--- config.mk ---
export PLATFORM = sky130hd
export DESIGN_NAME = tw_bus_observer
export DESIGN_NICKNAME = d
export VERILOG_FILES = /design/src/rtl/tw_obs_pkg.sv /design/src/rtl/tw_obs_sync.sv /design/src/rtl/tw_obs_cond.sv /design/src/rtl/tw_obs_frame.sv /design/src/rtl/tw_obs_addr.sv /design/src/rtl/tw_bus_observer.sv
export SDC_FILE = /design/constraint.sdc
export NUM_CORES = 1
export LEC_CHECK = 0
export BUFFER_PORTS_ARGS = -buffer_cell sky130_fd_sc_hd__clkbuf_2
export CAP_MARGIN = 20
export CORE_ASPECT_RATIO = 0.75
export CORE_MARGIN = 2
export CORE_UTILIZATION = 45
export DETAILED_ROUTE_END_ITERATION = 8
export GPL_ROUTABILITY_DRIVEN = 0
export PLACE_DENSITY_LB_ADDON = 0.05
export SLEW_MARGIN = 20
export SYNTH_ARGS = -nofsm -noshare
export SYNTH_HDL_FRONTEND = slang
export SYNTH_SLANG_ARGS = --single-unit
--- constraint.sdc ---
create_clock -name clk_i -period 2.2 [get_ports clk_i]
set_clock_uncertainty 0.1 [all_clocks]
set_input_delay 0.44 -clock clk_i [delete_from_list [all_inputs] [get_ports clk_i]]
set_output_delay 0.44 -clock clk_i [all_outputs]
set_load 0.01 [all_outputs]
--- src/rtl/tw_obs_pkg.sv ---
package tw_obs_pkg;

   localparam int BYTE_W = 8;
   localparam int ADDR_W = 10;
   localparam logic [4:0] TEN_HDR_TAG = 5'b11110;

   typedef struct packed {
      logic [ADDR_W-1:0] addr;
      logic              rd;
      logic              ten;
      logic              gcall;
      logic              sbyte;
   } addr_info_t;

   function automatic logic is_ten_hdr(input logic [BYTE_W-1:0] b);
      return b[BYTE_W-1 -: 5] == TEN_HDR_TAG;
   endfunction

endpackage

--- src/rtl/tw_obs_sync.sv ---
module tw_obs_sync #(
   parameter int STAGES  = 2,
   parameter bit RST_VAL = 1'b1
) (
   input  logic clk_i,
   input  logic rst_ni,
   input  logic d_i,
   output logic q_o
);

   if (STAGES < 2) begin : g_bad_depth
      $error("tw_obs_sync: STAGES must be at least 2");
   end

   logic [STAGES-1:0] chain_q;

   for (genvar i = 0; i < STAGES; i++) begin : g_stage
      if (i == 0) begin : g_head
         always_ff @(posedge clk_i or negedge rst_ni) begin
            if (!rst_ni) chain_q[i] <= RST_VAL;
            else         chain_q[i] <= d_i;
         end
      end else begin : g_tail
         always_ff @(posedge clk_i or negedge rst_ni) begin
            if (!rst_ni) chain_q[i] <= RST_VAL;
            else         chain_q[i] <= chain_q[i-1];
         end
      end
   end

   assign q_o = chain_q[STAGES-1];

endmodule

--- src/rtl/tw_obs_cond.sv ---
module tw_obs_cond (
   input  logic clk_i,
   input  logic rst_ni,
   input  logic scl_s_i,
   input  logic sda_s_i,
   output logic start_o,
   output logic rstart_o,
   output logic stop_o,
   output logic busy_o,
   output logic clk_rise_o,
   output logic cond_start_o,
   output logic cond_stop_o
);

   logic prev_c_q, prev_d_q;
   logic clk_hold, dat_fall, dat_rise;
   logic start_q, rstart_q, stop_q, busy_q;

   always_ff @(posedge clk_i or negedge rst_ni) begin
      if (!rst_ni) begin
         prev_c_q <= 1'b1;
         prev_d_q <= 1'b1;
      end else begin
         prev_c_q <= scl_s_i;
         prev_d_q <= sda_s_i;
      end
   end

   always_comb begin
      clk_hold     = scl_s_i & prev_c_q;
      dat_fall     = prev_d_q & ~sda_s_i;
      dat_rise     = ~prev_d_q & sda_s_i;
      cond_start_o = clk_hold & dat_fall;
      cond_stop_o  = clk_hold & dat_rise;
      clk_rise_o   = scl_s_i & ~prev_c_q;
   end

   always_ff @(posedge clk_i or negedge rst_ni) begin
      if (!rst_ni) begin
         start_q  <= 1'b0;
         rstart_q <= 1'b0;
         stop_q   <= 1'b0;
         busy_q   <= 1'b0;
      end else begin
         start_q  <= cond_start_o & ~busy_q;
         rstart_q <= cond_start_o & busy_q;
         stop_q   <= cond_stop_o & busy_q;
         if (cond_start_o)     busy_q <= 1'b1;
         else if (cond_stop_o) busy_q <= 1'b0;
      end
   end

   assign start_o  = start_q;
   assign rstart_o = rstart_q;
   assign stop_o   = stop_q;
   assign busy_o   = busy_q;

   p_start_from_idle_r1: assert property (@(posedge clk_i) disable iff (!rst_ni)
      start_q |-> busy_q && !$past(busy_q));
   p_rstart_when_busy_r2: assert property (@(posedge clk_i) disable iff (!rst_ni)
      rstart_q |-> busy_q && $past(busy_q));
   p_stop_frees_r3: assert property (@(posedge clk_i) disable iff (!rst_ni)
      stop_q |-> !busy_q && $past(busy_q));
   p_events_excl_r2: assert property (@(posedge clk_i) disable iff (!rst_ni)
      $onehot0({start_q, rstart_q, stop_q}));

endmodule

--- src/rtl/tw_obs_frame.sv ---
module tw_obs_frame
   import tw_obs_pkg::*;
#(
   parameter int W = BYTE_W,
   localparam int CW = $clog2(W + 1)
) (
   input  logic         clk_i,
   input  logic         rst_ni,
   input  logic         busy_i,
   input  logic         clk_rise_i,
   input  logic         cond_start_i,
   input  logic         cond_stop_i,
   input  logic         dat_i,
   output logic         done_o,
   output logic [W-1:0] byte_o,
   output logic         nack_o,
   output logic         first_o,
   output logic         second_o
);

   if (W < 2) begin : g_bad_width
      $error("tw_obs_frame: W must be at least 2");
   end

   logic [CW-1:0] cnt_q;
   logic [W-1:0]  sh_q, byte_q;
   logic [1:0]    idx_q;
   logic          done_q, nack_q, first_q, second_q;

   always_ff @(posedge clk_i or negedge rst_ni) begin
      if (!rst_ni) begin
         cnt_q    <= '0;
         sh_q     <= '0;
         byte_q   <= '0;
         idx_q    <= '0;
         done_q   <= 1'b0;
         nack_q   <= 1'b0;
         first_q  <= 1'b0;
         second_q <= 1'b0;
      end else begin
         done_q <= 1'b0;
         if (cond_start_i || cond_stop_i) begin
            cnt_q <= '0;
            idx_q <= '0;
         end else if (busy_i && clk_rise_i) begin
            if (cnt_q == CW'(W)) begin
               done_q   <= 1'b1;
               byte_q   <= sh_q;
               nack_q   <= dat_i;
               first_q  <= (idx_q == 2'd0);
               second_q <= (idx_q == 2'd1);
               cnt_q    <= '0;
               if (idx_q != 2'd2) idx_q <= idx_q + 2'd1;
            end else begin
               sh_q  <= {sh_q[W-2:0], dat_i};
               cnt_q <= cnt_q + 1'b1;
            end
         end
      end
   end

   assign done_o   = done_q;
   assign byte_o   = byte_q;
   assign nack_o   = nack_q;
   assign first_o  = first_q;
   assign second_o = second_q;

   p_cnt_in_range_r4: assert property (@(posedge clk_i) disable iff (!rst_ni)
      cnt_q <= CW'(W));
   p_done_on_rise_r4: assert property (@(posedge clk_i) disable iff (!rst_ni)
      done_q |-> $past(clk_rise_i) && $past(busy_i));
   p_restart_clears_r5: assert property (@(posedge clk_i) disable iff (!rst_ni)
      cond_start_i |=> cnt_q == '0 && !done_q);

endmodule

--- src/rtl/tw_obs_addr.sv ---
module tw_obs_addr
   import tw_obs_pkg::*;
#(
   parameter bit TEN_BIT_EN = 1'b1
) (
   input  logic              clk_i,
   input  logic              rst_ni,
   input  logic              done_i,
   input  logic [BYTE_W-1:0] byte_i,
   input  logic              first_i,
   input  logic              second_i,
   input  logic              msg_start_i,
   output logic              valid_o,
   output addr_info_t        info_o
);

   logic              hdr_hit;
   logic              pend_q, valid_q;
   logic [1:0]        hi_q;
   logic [BYTE_W-1:0] low_q;
   addr_info_t        info_q;

   if (TEN_BIT_EN) begin : g_ten_decode
      assign hdr_hit = is_ten_hdr(byte_i);
   end else begin : g_seven_only
      assign hdr_hit = 1'b0;
   end

   always_ff @(posedge clk_i or negedge rst_ni) begin
      if (!rst_ni) begin
         pend_q  <= 1'b0;
         valid_q <= 1'b0;
         hi_q    <= '0;
         low_q   <= '0;
         info_q  <= '0;
      end else begin
         valid_q <= 1'b0;
         if (msg_start_i) pend_q <= 1'b0;
         if (done_i && first_i) begin
            if (hdr_hit && !byte_i[0]) begin
               pend_q <= 1'b1;
               hi_q   <= byte_i[2:1];
            end else if (hdr_hit) begin
               valid_q <= 1'b1;
               info_q  <= '{addr: {byte_i[2:1], low_q}, rd: 1'b1, ten: 1'b1,
                            gcall: 1'b0, sbyte: 1'b0};
            end else begin
               valid_q <= 1'b1;
               info_q  <= '{addr: {3'b000, byte_i[BYTE_W-1:1]}, rd: byte_i[0],
                            ten: 1'b0, gcall: (byte_i == 8'h00),
                            sbyte: (byte_i == 8'h01)};
            end
         end else if (done_i && second_i && pend_q) begin
            valid_q <= 1'b1;
            pend_q  <= 1'b0;
            low_q   <= byte_i;
            info_q  <= '{addr: {hi_q, byte_i}, rd: 1'b0, ten: 1'b1,
                         gcall: 1'b0, sbyte: 1'b0};
         end
      end
   end

   assign valid_o = valid_q;
   assign info_o  = info_q;

   p_addr_after_frame_r7: assert property (@(posedge clk_i) disable iff (!rst_ni)
      valid_q |-> $past(done_i));
   p_class_excl_r8: assert property (@(posedge clk_i) disable iff (!rst_ni)
      valid_q |-> $onehot0({info_q.gcall, info_q.sbyte, info_q.ten}));
   p_ten_write_waits_r9: assert property (@(posedge clk_i) disable iff (!rst_ni)
      (done_i && first_i && hdr_hit && !byte_i[0]) |=> !valid_q);

endmodule

--- src/rtl/tw_bus_observer.sv ---
module tw_bus_observer
   import tw_obs_pkg::*;
#(
   parameter int SYNC_STAGES = 2,
   parameter bit TEN_BIT_EN  = 1'b1
) (
   input  logic              clk_i,
   input  logic              rst_ni,
   input  logic              bus_clk_i,
   input  logic              bus_dat_i,
   output logic              start_pulse_o,
   output logic              restart_pulse_o,
   output logic              stop_pulse_o,
   output logic              busy_o,
   output logic              frame_done_o,
   output logic [BYTE_W-1:0] frame_byte_o,
   output logic              frame_nack_o,
   output logic              addr_valid_o,
   output logic [ADDR_W-1:0] addr_o,
   output logic              addr_read_o,
   output logic              addr_ten_o,
   output logic              gen_call_o,
   output logic              start_byte_o
);

   logic       scl_s, sda_s;
   logic       clk_rise, cond_start, cond_stop;
   logic       first_f, second_f;
   addr_info_t info;

   tw_obs_sync #(.STAGES(SYNC_STAGES), .RST_VAL(1'b1)) u_sync_clk (
      .clk_i(clk_i), .rst_ni(rst_ni), .d_i(bus_clk_i), .q_o(scl_s));

   tw_obs_sync #(.STAGES(SYNC_STAGES), .RST_VAL(1'b1)) u_sync_dat (
      .clk_i(clk_i), .rst_ni(rst_ni), .d_i(bus_dat_i), .q_o(sda_s));

   tw_obs_cond u_cond (
      .clk_i       (clk_i),
      .rst_ni      (rst_ni),
      .scl_s_i     (scl_s),
      .sda_s_i     (sda_s),
      .start_o     (start_pulse_o),
      .rstart_o    (restart_pulse_o),
      .stop_o      (stop_pulse_o),
      .busy_o      (busy_o),
      .clk_rise_o  (clk_rise),
      .cond_start_o(cond_start),
      .cond_stop_o (cond_stop)
   );

   tw_obs_frame #(.W(BYTE_W)) u_frame (
      .clk_i       (clk_i),
      .rst_ni      (rst_ni),
      .busy_i      (busy_o),
      .clk_rise_i  (clk_rise),
      .cond_start_i(cond_start),
      .cond_stop_i (cond_stop),
      .dat_i       (sda_s),
      .done_o      (frame_done_o),
      .byte_o      (frame_byte_o),
      .nack_o      (frame_nack_o),
      .first_o     (first_f),
      .second_o    (second_f)
   );

   tw_obs_addr #(.TEN_BIT_EN(TEN_BIT_EN)) u_addr (
      .clk_i      (clk_i),
      .rst_ni     (rst_ni),
      .done_i     (frame_done_o),
      .byte_i     (frame_byte_o),
      .first_i    (first_f),
      .second_i   (second_f),
      .msg_start_i(cond_start),
      .valid_o    (addr_valid_o),
      .info_o     (info)
   );

   assign addr_o       = info.addr;
   assign addr_read_o  = info.rd;
   assign addr_ten_o   = info.ten;
   assign gen_call_o   = info.gcall;
   assign start_byte_o = info.sbyte;

   p_frame_not_cond_r6: assert property (@(posedge clk_i) disable iff (!rst_ni)
      frame_done_o |-> !start_pulse_o && !restart_pulse_o && !stop_pulse_o);

endmodule

Word-level counts from Yosys, hierarchy flattened
Index checks and enable logic that the tools add are counted.
Cells by class
  muxes and demuxes: 23
  bitwise gates (word level): 16
  equality and inequality tests: 6
  $add $sub $neg: 2
  reductions and logical operators: 20
Operators by type and width (count)
  two-way mux 14 bit: 4
  two-way mux 1 bit: 12
  two-way mux 4 bit: 3
  nonzero test 2 bit: 5
  AND 1 bit: 9
  AND reduction 3 bit: 3
  == test 8 x 1 -> 1 bit, second input constant: 1
  zero test 8 bit: 1
  two-way mux 2 bit: 4
  NOT 1 bit: 7
  AND reduction 2 bit: 3
  == test 5 bit, second input constant: 1
  logical AND 1 bit: 5
  adder 4 x 1 -> 4 bit, second input constant: 1
  == test 4 bit, second input constant: 1
  inequality test 2 bit, second input constant: 2
  adder 2 x 1 -> 2 bit, second input constant: 1
  == test 2 x 1 -> 1 bit, second input constant: 1
  zero test 2 bit: 1
  zero test 1 bit: 1
  logical OR 1 bit: 1
Word-level totals
  bits of input ports: 4
  output and inout port bits: 29
  logic and storage cells: 94
  flip-flop bits (word level): 62

Logic depth before layout (Yosys ltp)
Gate-level depths: netlist (run 1).
  depth after elaboration: 6
  gate-level depth with buffers: 7
  gate-level depth less buffers: 6

Hierarchy
A second synthesis (run 1) with hierarchy kept.
Second synthesis, totals
  cells, all modules: 229
  area total of the unflattened synthesis: 2757.6 sq um
By module, submodules not included
  tw_obs_addr: sequential area each 650.6 sq um, area an instance 1248.7 sq um, cells each 120, instances 1
  tw_obs_frame: sequential area each 650.6 sq um, area an instance 1173.6 sq um, cells each 87, instances 1
  tw_obs_cond: sequential area each 152.6 sq um, area an instance 230.2 sq um, cells each 18, instances 1
  tw_obs_sync: sequential area each 52.6 sq um, area an instance 52.6 sq um, cells each 2, instances 2

Least setup slack after synthesis (run 1)
OpenSTA, ideal clock, no wires.
  path type: register to register
  start: reg u_frame.cnt_q[0]
  end: reg u_frame.byte_q[5], in the netlist u_frame.byte_o[5]
  arrival: 1.529 ns
  clock period less this slack: 1.754 ns
  path buffers: 1
  setup time: 0.125 ns
  required time: 1.975 ns
  cell stages (with the launch flop): 7
  path slack: 0.446 ns
  path through: dfrtp_1 inv_1 ha_1 nand3b_1 nor2_1 buf_2 mux2_2
On the way
  cells in the longest elaborated chain, start to end: 2
RTL lines
  start: declaration: RTL line tw_obs_frame.sv:25  | logic [CW-1:0] cnt_q;
  start signal: assignment: RTL line tw_obs_frame.sv:56  | cnt_q <= cnt_q + 1'b1;
  == test 4 bit: RTL line tw_obs_frame.sv:46  | if (cnt_q == CW'(W)) begin
  AND reduction 3 bit (no source line)
  end signal: assignment: RTL line tw_obs_frame.sv:48  | byte_q <= sh_q;
  end: declaration: RTL line tw_obs_frame.sv:26  | logic [W-1:0] sh_q, byte_q;
No other way between the ends.
A chain may end at the register's enable or synchronous reset.

Worst setup path in the final report (run 1)
  start: reg u_frame.byte_q[6], in the netlist u_frame.byte_o[6]
  end: reg u_addr.info_q (netlist bit u_addr.info_o[10])
On the way
  cells in the longest elaborated chain, start to end: 4
  elaborated cells between the ends (all ways): 8
  those cells by class: eq/ne (2); mux (4); reduce/logical (2)
RTL lines
  == test 5 bit: RTL line tw_obs_pkg.sv:16  | return b[BYTE_W-1 -: 5] == TEN_HDR_TAG;
  two-way mux 14 bit or logical AND 1 bit (tied branches): RTL line tw_obs_addr.sv:43, tw_obs_addr.sv:40
  two-way mux 14 bit or inequality test 2 bit (tied branches)
  two-way mux 14 bit or AND reduction 2 bit (tied branches)
  end signal: assignment: RTL line tw_obs_addr.sv:45  | info_q <= '{addr: {byte_i[2:1], low_q}, rd: 1'b1, ten: 1'b1,
  end signal: assignment: RTL line tw_obs_addr.sv:49  | info_q <= '{addr: {3'b000, byte_i[BYTE_W-1:1]}, rd: byte_i[0],
  end signal: assignment: RTL line tw_obs_addr.sv:57  | info_q <= '{addr: {hi_q, byte_i}, rd: 1'b0, ten: 1'b1,
  end: declaration: RTL line tw_obs_addr.sv:21  | addr_info_t info_q;
Several ways; a longest one is shown, not always the timed one. The select of a mux whose other input is x is not followed.

==> flow_metrics.py, run 1 <==
metrics = {
    "status": {
        "status": "complete, no violations",
    },
    "final_layout": {
        "area_growth_pct": 17.3,
        "fillers": 519,
        "final_cell_mix": "dfrtp_1, nand2_1, clkbuf_2",
        "drive_gt1_share_pct": 34.0,
        "layout_commonest_cell": "dfrtp_1",
        "finish.instance_area_sq_um": 3120,
        "nets": 273,
        "antennaDiodeCount": 0,
    },
    "route": {
        "wl_per_cell_um": 14.8,
        "drc_errors": 0,
        "drtIter0Drc": 92,
        "wirelength_um": 5120,
        "via_per_inst": 5.14,
        "drt_first_pass_iters": 4,
        "ant_nets": 0,
        "vias": 1779,
    },
    "grt": {
        "grt_pass1_wl_um": 8960,
        "grt.total_usage_pct": 17.9,
        "grt_max_degree": 63,
        "grt_antenna_before_repair": 0,
        "grt_pass1_vias": 1761,
        "grt_overflow_total": 0,
    },
    "synth": {
        "yosysUniqueCellTypes": 39,
        "synth-adder-area-share_pct": 2.36,
        "yosys.area_share.simple_pct": 13.2,
        "synth_area_leader_cell": "dfrtp_1",
        "synth_top_family_by_area": "simple AND/OR/NAND/NOR gates",
        "avgSynthCellArea_sq_um": 12.0,
        "ys_seq_elements": 62,
        "async_flop_share_pct": 100,
        "synth.area.top_cells": "dfrtp_1, mux2_2, nand2_1",
        "synth_xor_area_share_pct": 0.989,
        "syn_inst": 221,
        "synth_top_area_share_pct": 52.8,
        "synth_compound_area_share_pct": 9.23,
        "netlist_area_sq_um": 2660,
        "synthMuxAreaShare_pct": 12.4,
        "ys_seq_area_share_pct": 58.7,
        "synthFlopType": "dfrtp_1",
        "synth_edf_count": 0,
        "ys_warn_count": 0,
        "synth_nets": 230,
    },
    "hold_path": {
        "hold_path_class": "primary input to asynchronous set/reset pin",
    },
    "sta": {
        "min_period_ps": 1830,
        "setup_tns_ps": 0,
        "whs_ps": 6.84,
        "final.period_utilization_pct": 83.1,
        "fmax_ghz": 0.547,
        "rsz0062_at_grt": "no",
        "setup_viol": 0,
        "hold_violations": 0,
        "layout_setup_ws_ps": 371,
        "finalMaxSlewViolations": 0,
        "tightest_slew_ps": 512,
        "max_slew_margin_pct": 65.5,
    },
    "worst_setup_path": {
        "slowest_delay_ps": 470,
        "r2r_setup_slack_ps": 370,
        "critPathKind": "flip-flop to flip-flop",
        "worstPathArrival_ps": 1950,
        "cp_max_fo": 10,
        "path_buf_inv": 1,
        "rr_endpoint": "u_addr.info_o[10]",
        "cpMaxStageDelayCell": "dfrtp_1",
        "cp-end-kind": "flip-flop",
        "startpoint_type": "flip-flop",
        "critical_path.cell_chain": "and4b_1 > a31oi_4 > nor2_8 > inv_8 > mux2_4",
        "worstPathRequired_ps": 2320,
        "worstReg2RegStart": "u_frame.byte_o[6]",
        "ff2ff_path_depth": 5,
        "crit_family": "flip-flops",
    },
    "clocking": {
        "root_buffer": "clkbuf_8",
        "cts.sink_count": 62,
        "cts.clk_slew.worst_paths_ps": 70,
        "cts_hold_buf": 0,
        "cts_tree": "done",
        "clock_latency_ps": 330,
        "clockBufferDepth": 2,
        "ctsResizeCount": 0,
        "htree_levels": 3,
        "cts_setup_buffers": 0,
        "numCtsBuffers": 9,
    },
    "pwr": {
        "clock_power_share_pct": 35.7,
        "seqPwrFrac_pct": 55.0,
        "power.internal_mw": 1.84,
        "ir_drop_mv": 0.341,
        "combPwrFrac_pct": 9.3,
        "p_sw_share_pct": 25.5,
        "p_per_area_nw_per_um2": 791,
        "power_leakage_nw": 1.52,
        "power_switching_mw": 0.629,
    },
    "floorplanning": {
        "core-area_sq_um": 5770,
        "dieArea_sq_um": 6540,
        "start_util_pct": 46.1,
        "io-pin-count": 33,
        "die_x_um": 92.7,
        "die_h_um": 70.5,
        "fp-row-count": 24,
    },
    "placement": {
        "dpl_cell_area_sq_um": 2940,
        "dp_hpwl_um": 3440,
        "place_ws_ps": 389,
        "io_buffers": 32,
    },
    "run": {
        "drv_cap": 0,
    },
}
## worst max-delay path by stage
stage / endpoint / startpoint / cells past startpoint / slack, ps
3_5_place_dp: u_addr.info_o[9] / u_frame.byte_o[3] / 5 / 390
4_1_cts: u_addr.info_o[10] / u_frame.byte_o[5] / 5 / 360
3_3_place_gp: u_addr.info_o[9] / u_frame.byte_o[5] / 5 / 430
6_report: u_addr.info_o[10] / u_frame.byte_o[6] / 5 / 370
5_1_grt: u_addr.info_o[8] / u_frame.byte_o[5] / 4 / 260
2_1_floorplan: u_frame.byte_o[5] / u_frame.cnt_q[0] / 6 / 450
## power by group through the flow
stage,combinational [mW],sequential [mW],clock [mW]
after global routing,0.264,1.37,0.957
after detailed placement,0.235,1.38,0
after global placement,0.231,1.38,0
after floorplan,0.156,1.35,0
final,0.230,1.36,0.879
after CTS,0.238,1.36,0.909
## state kept, by name, summed over array words and instances, names as in the netlist, 2 cells and up
name            count
u_frame.idx_q       2
u_frame.sh_q        8
u_frame.cnt_q       4
u_frame.byte_o      8
u_addr.hi_q         2
u_addr.low_q        8
u_addr.info_o      14
## area by class of cell
type | instances | area, sq um | area share, %
clock buffer | 11 | 151 | 4.86
clock inverter | 4 | 22.5 | 0.723
inverter | 8 | 37.5 | 1.20
multi-input combinational | 143 | 1010 | 32.6
sequential | 62 | 1560 | 50.0
tap | 78 | 97.6 | 3.13
timing repair buffer | 40 | 233 | 7.47
## cell families (layout without fill, tap and decap cells)
kind of cell | count (synthesis) | count (layout)
flops | 62 | 62
mux | 27 | 27
compound gates | 36 | 36
buf+inv | 16 | 63
fa+ha+maj | 5 | 5
simple gates | 72 | 72
xor+xnor | 3 | 3
## metrics by stage
step	std cells	total power, mW	util, %
5_1_grt	346	2.60	54.0
3_3_place_gp	331	1.61	51.0
3_5_place_dp	331	1.61	51.0
6_report	346	2.46	54.0
2_1_floorplan	221	1.51	-
4_1_cts	346	2.50	54.0
## layer usage
layer	track usage, %	vias up	share of wire (%)
met5	0	-	0
met4	5.39	0	1.1
met1	26.3	870	53
li1	-	863	-
met2	25.1	39	40
met3	6.60	7	5.3
## cells in the mapped netlist (2+ instances only)
cell type   n
dfrtp_1    56
nand2_1    43
mux2_2     19
o21ai_0    14
inv_1       7
mux2_4      7
buf_2       6
dfstp_2     6
nor2_1      6
a21oi_1     5
ha_1        5
nor3_1      4
a22o_1      3
a31oi_1     3
nand3_1     3
nor4_1      3
o311ai_0    3
xnor2_1     3
and2_1      2
and4b_1     2
nand3b_1    2
nand4b_1    2
## worst register-to-register path, cell delays in order, from the launching register on
cell and delay (ps):
dfrtp_1 470, and4b_1 340, a31oi_4 310, nor2_8 80
inv_8 110, mux2_4 300
Power figures use the tool's default switching activity.
==> run 2, diff against run 1 <==
==> constraint.sdc (replaced) <==
create_clock -name clk_i -period 1.6 [get_ports clk_i]
set_clock_uncertainty 0.1 [all_clocks]
set_input_delay 0.32 -clock clk_i [delete_from_list [all_inputs] [get_ports clk_i]]
set_output_delay 0.32 -clock clk_i [all_outputs]
set_load 0.01 [all_outputs]
==> run 2 against run 1 <==
The run now ends with setup timing left; clock-buffer cell count rose by 1; utilization increased by 6.8 points; final cell count rose by 12%; first-iteration DRC count increased by 3.3%; sequential power up 35%; fmax grew 11%; via count up 9.6%; global-route usage up 1.1 points; sequential cell count unchanged; non-clock buffer count rose by 40; critical path type unchanged; largest power group unchanged.
==> flow_metrics.py, run 2 (synthesized netlist as in run 1, its figures left out) <==
metrics = {
    "grt": {
        "grt_pass1_wl_um": 9740,
        "grt.total_usage_pct": 19.0,
        "grt_pass1_vias": 2009,
        "use_met1_pct": 27.7,
        "grtUsageMet3_pct": 5.86,
        "grt_max_degree": 33,
        "busiest_layer": "met2",
        "grtUsageMet2_pct": 28.2,
        "grt_overflow_total": 0,
        "grt_antenna_before_repair": 0,
    },
    "worst_setup_path": {
        "ff2ff_path_depth": 6,
        "worstReg2RegStart": "u_frame.cnt_q[0]",
        "worstPathRequired_ps": 1710,
        "rr_endpoint": "u_frame.byte_o[2]",
        "crit_family": "flip-flops",
        "r2r_setup_slack_ps": -50,
        "cpMaxStageDelayCell": "dfrtp_1",
        "slowest_delay_ps": 390,
        "path_buf_inv": 2,
        "critPathKind": "flip-flop to flip-flop",
        "worstPathArrival_ps": 1760,
        "startpoint_type": "flip-flop",
        "worstSetupPathDepth": 6,
        "cp_max_fo": 11,
        "critical_path.cell_chain": "inv_2 > ha_4 > nand3b_1 > nor2_2 > buf_12 > mux2_2",
        "cp-end-kind": "flip-flop",
    },
    "floorplanning": {
        "dieArea_sq_um": 6540,
        "fp-row-count": 24,
        "core-area_sq_um": 5770,
        "die_x_um": 92.7,
        "start_util_pct": 46.1,
        "io-pin-count": 33,
        "die_h_um": 70.5,
    },
    "final_layout": {
        "largest_reg_flops": 14,
        "antennaDiodeCount": 0,
        "layout_commonest_cell": "dfrtp_1",
        "fillers": 499,
        "area_growth_pct": 32.1,
        "multiInputGateArea_sq_um": 1080,
        "fin_cells": 386,
        "nets": 313,
        "register_area_sq_um": 1560,
        "final_cell_mix": "dfrtp_1, nand2_1, buf_4",
        "drive_gt1_share_pct": 45.5,
    },
    "pwr": {
        "combPwrFrac_pct": 14.7,
        "p_sw_share_pct": 25.9,
        "clock_power_share_pct": 32.0,
        "p_per_area_nw_per_um2": 984,
        "power_leakage_nw": 1.72,
        "seqPwrFrac_pct": 53.3,
        "ir_drop_mv": 0.716,
        "power_switching_mw": 0.893,
        "power.internal_mw": 2.56,
    },
    "clocking": {
        "numCtsBuffers": 9,
        "htree_levels": 3,
        "cts.clk_slew.worst_paths_ps": 70,
        "cts.sink_count": 62,
        "root_buffer": "clkbuf_8",
        "cts_tree": "done",
        "clockBufferDepth": 2,
        "clock_latency_ps": 330,
    },
    "status": {
        "status": "finished, violations left",
        "violations": "setup timing",
    },
    "sta": {
        "rsz0062_at_grt": "yes",
        "tightest_slew_ps": 399,
        "final.period_utilization_pct": 103,
        "setup_tns_ps": -840,
        "max_slew_margin_pct": 73.4,
        "layout_setup_ws_ps": -48.2,
        "hold_violations": 0,
        "fmax_ghz": 0.607,
        "finalMaxSlewViolations": 0,
        "setup_viol": 24,
        "min_period_ps": 1650,
    },
    "route": {
        "ant_nets": 0,
        "drt_first_pass_iters": 4,
        "drtIter0Drc": 95,
        "wirelength_um": 5630,
        "wl_per_cell_um": 14.6,
        "via_per_inst": 5.05,
        "drc_errors": 0,
        "vias": 1949,
    },
    "hold_path": {
        "holdPathStages": 0,
        "holdCritStartpoint": "u_sync_clk.chain_q[0]",
        "hold_path_class": "flip-flop to flip-flop",
        "holdPathEnd": "u_sync_clk.q_o",
    },
    "placement": {
        "dp.cells": 363,
        "io_buffers": 32,
        "dp_hpwl_um": 3960,
    },
    "run": {
        "drv_cap": 0,
    },
}
==> run 2: worst max path at each step <==
stage	startpoint	end
final	u_frame.cnt_q[0]	u_frame.byte_o[2]
after global routing	u_frame.cnt_q[0]	u_frame.second_o
after CTS	u_frame.cnt_q[0]	u_frame.byte_o[2]
after detailed placement	u_frame.byte_o[3]	u_addr.info_o[9]
after global placement	u_frame.cnt_q[1]	u_frame.byte_o[3]
after floorplan	u_frame.byte_o[5]	u_addr.info_o[10]
==> run 2: final cells by class <==
class	count	area share, %
Timing Repair Buffer	80	16.5
Tap cell	78	2.78
Multi-Input combinational cell	143	30.8
Clock inverter	3	0.428
Sequential cell	62	44.5
Inverter	8	1.07
Clock buffer	12	3.85
==> run 2: power groups by stage <==
stage	registers, mW	clock network (mW)	logic, mW
after floorplan	1.86	0	0.218
after global placement	1.86	0	0.449
after detailed placement	1.86	0	0.454
after CTS	1.83	1.14	0.468
after global routing	1.86	1.21	0.566
final	1.84	1.10	0.509
==> run 2: metal layers <==
layer / wire length (um) / up-vias / share of wire, %
met5: 0 / - / 0
met3: 237 / 6 / 4.2
met2: 2440 / 35 / 43
li1: - / 940 / -
met4: 58 / 0 / 1.0
met1: 2900 / 968 / 51
==> run 2: repair_timing <==
action | 4_1_cts | 5_1_grt
resized for setup | 5 | 19
endpoints found under the hold margin | 13 | 0
hold buffers | 3 | 0
setup buffers | 3 | 2
setup endpoints to repair | 28 | 33
pin swaps | 2 | 6
==> run 2: metrics by stage <==
step	hold WS, ps	cell area (sq um)	setup slack (ps)	power (mW)	util [%]
after global routing	263	3510	-127	3.64	60.9
after CTS	257	3430	-36.9	3.44	59.4
after detailed placement	169	3220	-58.3	2.31	55.8
after floorplan	-75.6	2670	-85.5	2.08	-
final	255	3510	-48.2	3.45	60.9
after global placement	162	3220	-49.9	2.30	55.8
==> run 3, diff against run 2 <==
--- a/config.mk
+++ b/config.mk
@@ -12,8 +12,10 @@
 export CORE_UTILIZATION = 45
 export DETAILED_ROUTE_END_ITERATION = 8
 export GPL_ROUTABILITY_DRIVEN = 0
+export GPL_TIMING_DRIVEN = 0
 export PLACE_DENSITY_LB_ADDON = 0.05
 export SLEW_MARGIN = 20
 export SYNTH_ARGS = -nofsm -noshare
 export SYNTH_HDL_FRONTEND = slang
+export SYNTH_HIERARCHICAL = 1
 export SYNTH_SLANG_ARGS = --single-unit
==> run 3 against run 2 <==
Critical endpoint is now u_frame/sh_q[5]; largest cell class unchanged; clock-buffer cell count is the same; final cell count grew 2.1%; the flow still finishes with violations (setup timing); fmax shrank 17%.
==> flow_metrics.py, run 3 <==
metrics = {
    "clocking": {
        "clock_latency_ps": 340,
        "cts_tree": "done",
        "cts.clk_slew.worst_paths_ps": 70,
        "clockBufferDepth": 2,
        "cts.sink_count": 62,
        "root_buffer": "clkbuf_8",
        "htree_levels": 3,
        "numCtsBuffers": 9,
    },
    "final_layout": {
        "post-route-util_pct": 65.4,
        "area_growth_pct": 38.9,
        "finish.instance_area_sq_um": 3830,
        "largest_reg_flops": 14,
        "drive_gt1_share_pct": 50.6,
        "antennaDiodeCount": 0,
        "layout_commonest_cell": "dfrtp_1",
        "nets": 320,
        "final_cell_mix": "dfrtp_1, nand2_1, clkbuf_2",
    },
    "sta": {
        "final.period_utilization_pct": 123,
        "min_period_ps": 1980,
        "rsz0062_at_grt": "yes",
        "whs_ps": 256,
        "layout_setup_ws_ps": -375,
        "max_slew_margin_pct": 69.8,
        "setup_viol": 34,
        "setup_tns_ps": -7750,
        "hold_violations": 0,
        "tightest_slew_ps": 453,
        "fmax_ghz": 0.506,
        "finalMaxSlewViolations": 0,
    },
    "synth": {
        "synth_most_common_cell": "dfrtp_1",
        "synth_top_area_share_pct": 50.8,
        "ys_seq_area_share_pct": 56.5,
        "synthTopCellsByCount": "dfrtp_1, nand2_1, mux2_2",
        "async_flop_share_pct": 100,
        "syn_inst": 229,
        "yosysUniqueCellTypes": 43,
        "synthFlopType": "dfrtp_1",
        "synth_nets": 238,
        "ys_warn_count": 6,
        "synth_edf_count": 0,
        "ys_seq_elements": 62,
        "synth.area.top_cells": "dfrtp_1, mux2_4, dfstp_2",
        "synth_area_leader_cell": "dfrtp_1",
        "avgSynthCellArea_sq_um": 12.0,
        "netlist_area_sq_um": 2760,
    },
    "floorplanning": {
        "die_h_um": 71.8,
        "io-pin-count": 33,
        "fp-row-count": 24,
        "die_x_um": 94.4,
        "start_util_pct": 47.1,
        "core-area_sq_um": 5860,
        "dieArea_sq_um": 6780,
    },
    "route": {
        "met3_wirelength_um": 321,
        "vias": 2053,
        "wl_met1_um": 3050,
        "wl_per_cell_um": 15.9,
        "drt_first_pass_iters": 4,
        "via_per_inst": 5.21,
        "wirelength_um": 6280,
        "met2_length_um": 2820,
        "routed.top_layer": "met4",
        "drtIter0Drc": 99,
        "ant_nets": 0,
        "drc_errors": 0,
    },
    "worst_setup_path": {
        "worstPathRequired_ps": 1730,
        "cp-end-kind": "flip-flop",
        "critPathKind": "flip-flop to flip-flop",
        "worstPathArrival_ps": 2110,
        "cp_max_fo": 8,
        "startpoint_type": "flip-flop",
    },
    "grt": {
        "grt_max_degree": 39,
        "grt_pass1_vias": 2009,
        "grt_overflow_total": 0,
        "grt_pass1_wl_um": 10100,
        "grt.total_usage_pct": 20.0,
        "grt_antenna_before_repair": 0,
    },
    "pwr": {
        "finalPower_mw": 3.19,
        "ir_drop_mv": 0.656,
        "p_per_area_nw_per_um2": 832,
        "power_leakage_nw": 1.87,
    },
    "placement": {
        "dp_hpwl_um": 3770,
        "dpl_cell_area_sq_um": 3080,
        "io_buffers": 32,
    },
    "hold_path": {
        "hold_path_class": "flip-flop to flip-flop",
    },
    "run": {
        "drv_cap": 0,
    },
    "status": {
        "status": "finished, violations left",
        "violations": "setup timing",
    },
}
[run 3: changes by cell type after synthesis, sizes merged, moves of 3 or more]
cell    change
nand4       +3
nand2       -8
inv         +4
xnor2       -3
a21oi       +4
a31oi       +3
o21ai       -9
clkbuf      +3
nor3        +3
nand3       +5
nand2b      +3
[run 3: layer usage]
metal | global-route usage [%] | vias to the layer above
li1 | - | 980
met1 | 29.0 | 1007
met2 | 28.4 | 57
met3 | 6.62 | 9
met4 | 6.44 | 0
met5 | 0 | -
[run 3: final cells by class]
class	count	area (sq um)
multi-input cells	146	1310
plain buffers	6	48.8
fillers	473	2020
clock inverters	4	47.5
inverters	12	50.0
repair buffers	74	572
clock buffers	12	145
flip-flops and latches	62	1570
well taps	78	97.6
[run 3: timing repair]
item / in CTS / in global routing
gates cloned: 1 / 0
hold endpoints to repair: 22 / 0
setup buffers: 35 / 4
pin swaps: 10 / 8
resized for setup: 28 / 36
hold buffers: 3 / 0
setup endpoints to repair: 41 / 43
[run 3: critical path, cell delays in order (launching register included)]
cell	delay, ps
dfstp_2	520
and4b_4	210
or2_4	240
or3_4	470
mux2_4	320
[run 3: kinds of logic after synthesis]
kind of cell,Yosys count,synth area share [%]
AO/OA/AOI/OAI,34,9.03
adder cells (fa/ha/maj),5,2.27
buffers and inverters,21,3.95
flip-flops,62,56.5
multiplexers,27,12.4
AND/OR/NAND/NOR,80,15.8
[run 3: power breakdown]
group	switching, mW	total, mW	internal (mW)	leakage, nW
sequential	0.0337	1.65	1.61	0.833
combinational	0.0874	0.189	0.102	0.939
clock	0.594	1.35	0.757	0.0964
total	0.715	3.19	2.47	1.87
[run 3: final timing paths]
kind / startpoint / endpoint / slack [ps] / cells after the start
setup reg to reg: u_cond/prev_d_q / u_frame/sh_q[5] / -380 / 4
setup / recovery: u_cond/prev_d_q / u_frame/sh_q[5] / -380 / 4
hold reg to reg: u_sync_clk/chain_q[0] / u_sync_clk/q_o / 260 / 0
min in group asynchronous: rst_ni / u_cond/stop_o / 340 / 2
max in group asynchronous: rst_ni / u_cond/prev_c_q / 490 / 3
hold / removal: u_sync_clk/chain_q[0] / u_sync_clk/q_o / 260 / 0
[run 3: metrics by stage]
step,setup WS (ps),cells
final,-375,394
after global routing,-404,394
after CTS,-386,392
after detailed placement,-647,340
after global placement,-674,339
after floorplan,-497,229
